===== src/rtl/flash_poll_pkg.sv =====
package flash_poll_pkg;
    typedef enum logic [2:0] {
        S_IDLE    = 3'd0,
        S_PROBE   = 3'd1,
        S_RECHECK = 3'd2,
        S_CAPTURE = 3'd3,
        S_DONE    = 3'd4
    } poll_state_t;
endpackage


===== src/rtl/flash_poll_match.sv =====
module flash_poll_match #(
    parameter int DW       = 8,
    parameter int READY_IX = 7,
    parameter int LIMIT_IX = 5
) (
    input  logic [DW-1:0] status,
    input  logic          want_ready,
    output logic          hit,
    output logic          limit_flag
);
    always_comb begin
        hit        = (status[READY_IX] == want_ready);
        limit_flag = status[LIMIT_IX];
    end
endmodule


===== src/rtl/flash_poll_limit.sv =====
module flash_poll_limit #(
    parameter int MAX_POLLS = 16
) (
    input  logic clk,
    input  logic rst_n,
    input  logic clear,
    input  logic bump,
    output logic at_last
);
    localparam int LIMIT = (MAX_POLLS == 0) ? 1 : MAX_POLLS;
    localparam int CW    = (LIMIT > 1) ? $clog2(LIMIT) : 1;

    logic [CW-1:0] count_q;

    always_ff @(posedge clk or negedge rst_n) begin
        if (!rst_n)      count_q <= '0;
        else if (clear)  count_q <= '0;
        else if (bump)   count_q <= count_q + 1'b1;
    end

    generate
        if (MAX_POLLS == 0) begin : g_unbounded
            assign at_last = 1'b0;
        end else begin : g_bounded
            assign at_last = (count_q == CW'(LIMIT - 1));
        end
    endgenerate
endmodule


===== src/rtl/flash_poll_ctrl.sv =====
module flash_poll_ctrl
    import flash_poll_pkg::*;
#(
    parameter int AW        = 20,
    parameter int DW        = 8,
    parameter int MAX_POLLS = 16
) (
    input  logic          clk,
    input  logic          rst_n,
    input  logic          start,
    input  logic          op_erase,
    input  logic [AW-1:0] valid_addr,
    input  logic [DW-1:0] expect_data,
    output logic          rd_req,
    output logic [AW-1:0] rd_addr,
    input  logic          rd_ack,
    input  logic [DW-1:0] rd_data,
    output logic          busy,
    output logic          done,
    output logic          pass,
    output logic [DW-1:0] data_out
);
    localparam int READY_IX = DW - 1;
    localparam int LIMIT_IX = DW - 3;

    poll_state_t state_q, state_d;

    logic [AW-1:0] addr_q;
    logic          want_q;
    logic          pass_q;
    logic [DW-1:0] byte_q;

    logic hit, limit_flag, at_last;
    logic launch, taken, repoll, give_up;

    flash_poll_match #(
        .DW(DW), .READY_IX(READY_IX), .LIMIT_IX(LIMIT_IX)
    ) u_match (
        .status(rd_data), .want_ready(want_q),
        .hit(hit), .limit_flag(limit_flag)
    );

    flash_poll_limit #(.MAX_POLLS(MAX_POLLS)) u_limit (
        .clk(clk), .rst_n(rst_n), .clear(launch),
        .bump(repoll), .at_last(at_last)
    );

    assign rd_req  = (state_q == S_PROBE) || (state_q == S_RECHECK) || (state_q == S_CAPTURE);
    assign busy    = rd_req;
    assign done    = (state_q == S_DONE);
    assign rd_addr = addr_q;
    assign pass    = pass_q;
    assign data_out = byte_q;

    assign launch  = start && ((state_q == S_IDLE) || (state_q == S_DONE));
    assign taken   = rd_req && rd_ack;
    assign repoll  = taken && (state_q == S_PROBE) && !hit && !limit_flag;
    assign give_up = (repoll && at_last) ||
                     (taken && (state_q == S_RECHECK) && !hit);

    // state register
    always_ff @(posedge clk or negedge rst_n) begin
        if (!rst_n) state_q <= S_IDLE;
        else        state_q <= state_d;
    end

    always_comb begin
        state_d = state_q;
        unique case (state_q)
            S_IDLE, S_DONE: if (launch) state_d = S_PROBE;
            S_PROBE: if (taken) begin
                if (hit)             state_d = S_CAPTURE;
                else if (limit_flag) state_d = S_RECHECK;
                else if (at_last)    state_d = S_DONE;
            end
            S_RECHECK: if (taken) state_d = hit ? S_CAPTURE : S_DONE;
            S_CAPTURE: if (taken) state_d = S_DONE;
            default:   state_d = S_IDLE;
        endcase
    end

    // operand and result registers
    always_ff @(posedge clk or negedge rst_n) begin
        if (!rst_n) begin
            addr_q <= '0;
            want_q <= 1'b1;
            pass_q <= 1'b0;
            byte_q <= '0;
        end else if (launch) begin
            addr_q <= valid_addr;
            want_q <= op_erase | expect_data[READY_IX];
            pass_q <= 1'b0;
        end else if (taken && (state_q == S_CAPTURE)) begin
            pass_q <= 1'b1;
            byte_q <= rd_data;
        end else if (give_up) begin
            pass_q <= 1'b0;
            byte_q <= rd_data;
        end
    end
endmodule


===== config.mk =====
export PLATFORM = sky130hd
export DESIGN_NAME = flash_poll_ctrl
export DESIGN_NICKNAME = d
export VERILOG_FILES = /design/src/rtl/flash_poll_pkg.sv /design/src/rtl/flash_poll_match.sv /design/src/rtl/flash_poll_limit.sv /design/src/rtl/flash_poll_ctrl.sv
export SDC_FILE = /design/constraint.sdc
export NUM_CORES = 1
export LEC_CHECK = 0
export BUFFER_PORTS_ARGS = -buffer_cell sky130_fd_sc_hd__buf_4
export CAP_MARGIN = 20
export CORE_ASPECT_RATIO = 1.25
export CORE_MARGIN = 2
export CORE_UTILIZATION = 25
export CTS_BUF_LIST = sky130_fd_sc_hd__clkbuf_16
export DETAILED_ROUTE_END_ITERATION = 8
export PLACE_DENSITY = 0.6
export SLEW_MARGIN = 25
export SYNTH_ARGS = -nofsm -noshare
export SYNTH_HDL_FRONTEND = slang
export SYNTH_SLANG_ARGS = --single-unit

===== constraint.sdc =====
create_clock -name clk -period 1.7 [get_ports clk]
set_clock_uncertainty 0.2 [all_clocks]
set_input_delay 0.085 -clock clk [delete_from_list [all_inputs] [get_ports clk]]
set_output_delay 0.085 -clock clk [all_outputs]
set_load 0.01 [all_outputs]

==> impl_metrics.py <==
metrics = {
    "outcome": {
        "outcome": "finished, violations left",
        "violations": "setup timing",
    },
    "floorplanning": {
        "fp.coreArea_mm2": 0.006206,
        "initial_core_util_pct": 26.11,
        "die_x_um": 76.01,
        "die_y_um": 94.01,
        "row_count": 32,
        "num_io_pins": 73,
        "die_area_mm2": 0.007145,
    },
    "clocking": {
        "clk_path_buf_depth": 2,
        "cts_made_buffers": 5,
        "cts_max_level": 2,
        "cts_tree": "done",
        "clkTransAtPathRegs_ns": 0.06,
        "clk_latency_ns": 0.28,
        "cts-root-buf": "clkbuf_16",
        "cts.sinks": 37,
    },
    "logic_synthesis": {
        "yosysSeqAreaShare_pct": 57.22,
        "synth-seq-cells": 37,
        "synth_top_family_by_area": "simple AND/OR/NAND/NOR gates",
        "synth_top_area_share_pct": 55.60,
        "synth_ff_type": "dfrtp_1",
        "synthCells": 161,
        "synth_fa_ha_area_share_pct": 0.7722,
        "synth_edf_count": 0,
        "synthArstFlopShare_pct": 100.0,
        "syn-cell-area_mm2": 0.001620,
        "synth_compound_area_share_pct": 4.942,
        "yosysWarnings": 0,
        "yosysTopAreaCell": "dfrtp_1",
        "synth-simple-area-share_pct": 24.02,
        "synth_xor_area_share_pct": 1.622,
        "synth.area.mux_share_pct": 8.958,
        "syn_nets": 203,
        "yosys-top-cells-area": "dfrtp_1, nand2_1, mux2_4, mux2i_1, nor2_1",
        "synth_cell_types": 34,
        "syn-mean-instance-area_um2": 10.06,
    },
    "layout": {
        "final_cells": 370,
        "nNetsFinal": 326,
        "final_common_cell": "buf_4",
        "final_cell_mix": "buf_4, nand2_1, dfrtp_1",
        "nFillCells": 584,
        "n_antenna_cell": 0,
        "syn2layout_area_growth_pct": 81.54,
        "drive_gt1_share_pct": 40.70,
    },
    "power": {
        "comb_power_share_pct": 47.0,
        "finalPower_uw": 4513,
        "p_sw_share_pct": 33.65,
        "p_per_area_mw_per_mm2": 1534,
        "power.share.clock_pct": 19.4,
        "pwr-share-seq_pct": 33.6,
        "leakage_uw": 0.001487,
        "ir_worst_vdd_mv": 0.7960,
        "p_int_uw": 2994,
        "p_switching_uw": 1518,
    },
    "global_route": {
        "met2_usage_pct": 23.66,
        "antenna_found_initial": 0,
        "grt_pass1_vias": 1637,
        "gr-usage-met3_pct": 3.654,
        "gr-total-overflow": 0,
        "grt_max_degree": 38,
        "grt_usage_pct": 12.80,
        "grt_pass1_wl_um": 7265,
        "met1_usage_pct": 13.97,
        "busiest_layer": "met2",
    },
    "setup_path": {
        "reg2regPathDepth": 6,
        "critPathLaunch": "u_limit.count_q[1]",
        "critical_path_class": "reg2reg",
        "reg2reg_from": "u_limit.count_q[1]",
        "cp.required_ns": 1.66,
        "critPathLaunchType": "flip-flop",
        "end_kind": "flip-flop",
        "worst-path-max-fanout": 8,
        "arrival_ns": 1.82,
    },
    "drt": {
        "drc_errors": 0,
        "wirelength_um": 4374,
        "num_vias": 1558,
        "first_pass_iters": 4,
        "drtIter0Drc": 85,
        "wl_per_cell_um": 11.82,
        "drtAntennaViolNets": 0,
        "viasPerCell": 4.211,
    },
    "min_path": {
        "hold_path_depth": 5,
        "hold_path_startpoint": "rd_ack",
        "hold_class": "in2reg",
    },
    "timing": {
        "fin_crit_sh_pct": 109.4,
        "max_freq_mhz": 537.9,
        "fin_ws_ns": -0.1591,
        "hold-worst-slack_ns": 0.09045,
        "setup_viol": 10,
        "drv_slew": 0,
        "timing.final.crit_period_ns": 1.859,
        "slew_headroom_pct": 68.56,
        "worst_pin_slew_ns": 0.4717,
        "rsz0062_at_grt": "true",
        "finalHoldViolCount": 0,
    },
    "placed_design": {
        "place_congestion": 0.7252,
        "hpwlAfterDp_um": 2861,
        "dp_cells": 323,
        "portBuffers": 65,
        "dp_slack_ns": -0.1465,
    },
    "run": {
        "maxCapViolCount": 0,
    },
}
[metal layers]
metal  part of all wire (%)  routed length [um]  vias to the layer above
met5                      0                   0                        -
met3                    4.3                 190                        6
met1                     41                1781                      739
met4                    1.9                  82                        0
met2                     53                2319                       44
li1                       -                   -                      769
[kinds of logic (layout without fill, tap and decap cells)]
family,after synthesis,after routing
fa+ha+maj,1,1
mux,11,11
xor+xnor,3,3
simple gates,90,90
buf+inv,9,133
flops,37,37
compound gates,10,10
[layout make-up]
type | instances | area (um2) | area share, %
Timing Repair Buffer | 124 | 1046 | 35.56
Sequential cell | 37 | 927.1 | 31.52
Multi-Input combinational cell | 115 | 718.2 | 24.42
Clock buffer | 5 | 125.1 | 4.254
Tap cell | 85 | 106.4 | 3.615
Clock inverter | 3 | 15.01 | 0.5104
Inverter | 1 | 3.754 | 0.1276
[power groups by stage]
| stage | clock network [uW] | logic, uW | registers, uW |
|---|---|---|---|
| 6_report | 875 | 2120 | 1520 |
| 3_3_place_gp | 0 | 1920 | 1510 |
| 2_1_floorplan | 0 | 809 | 1650 |
| 5_1_grt | 944 | 2350 | 1560 |
| 4_1_cts | 906 | 2050 | 1510 |
| 3_5_place_dp | 0 | 1960 | 1510 |
[worst max-delay path, cell delays in order (launching register included)]
cell and delay [ns]:
dfrtp_1 0.40, ha_4 0.17, nand3_4 0.07, nor4_4 0.29, o21bai_4 0.17, buf_12 0.15
mux2_4 0.29
[path summary, 6_finish.rpt]
path | end | slack, ns
worst max-delay path | data_out[2] | -0.16
worst min-delay path | state_q[1] | 0.09
worst max register to register | data_out[2] | -0.16
worst min register to register | rd_addr[8] | 0.27
max in group asynchronous | want_q | 0.83
min in group asynchronous | state_q[2] | 0.12
[synth_stat cells, drive strengths merged, types with 2 or more instances]
master and instances:
a21oi 2, and2 2, buf 3, clkbuf 5, dfrtp 36, mux2 7
mux2i 4, nand2 67, nand3 2, nor2 9, nor3 2, o21ai 3
xnor2 2
[registers in the layout, indices dropped and copies added (netlist names)]
name,flops
u_limit.count_q,4
pass,1
want_q,1
data_out,8
state_q,3
rd_addr,20
[through the flow]
| step | TNS [ns] | utilization (%) | instance area, um2 |
|---|---|---|---|
| floorplan | -0.6962 | - | 1620 |
| global placement | -0.7280 | 37.72 | 2341 |
| detailed placement | -1.228 | 37.72 | 2341 |
| CTS | -1.096 | 45.83 | 2844 |
| global route | -1.885 | 47.40 | 2942 |
| finish | -1.153 | 47.40 | 2942 |
[what timing repair did]
item	4_1_cts	5_1_grt
pin swaps	2	2
hold buffers	33	0
buffers inserted	1	5
hold endpoints to repair	68	0
endpoints found under the setup margin	30	16
resized for setup	6	8
No activity file was read; power rests on OpenSTA's default activity.
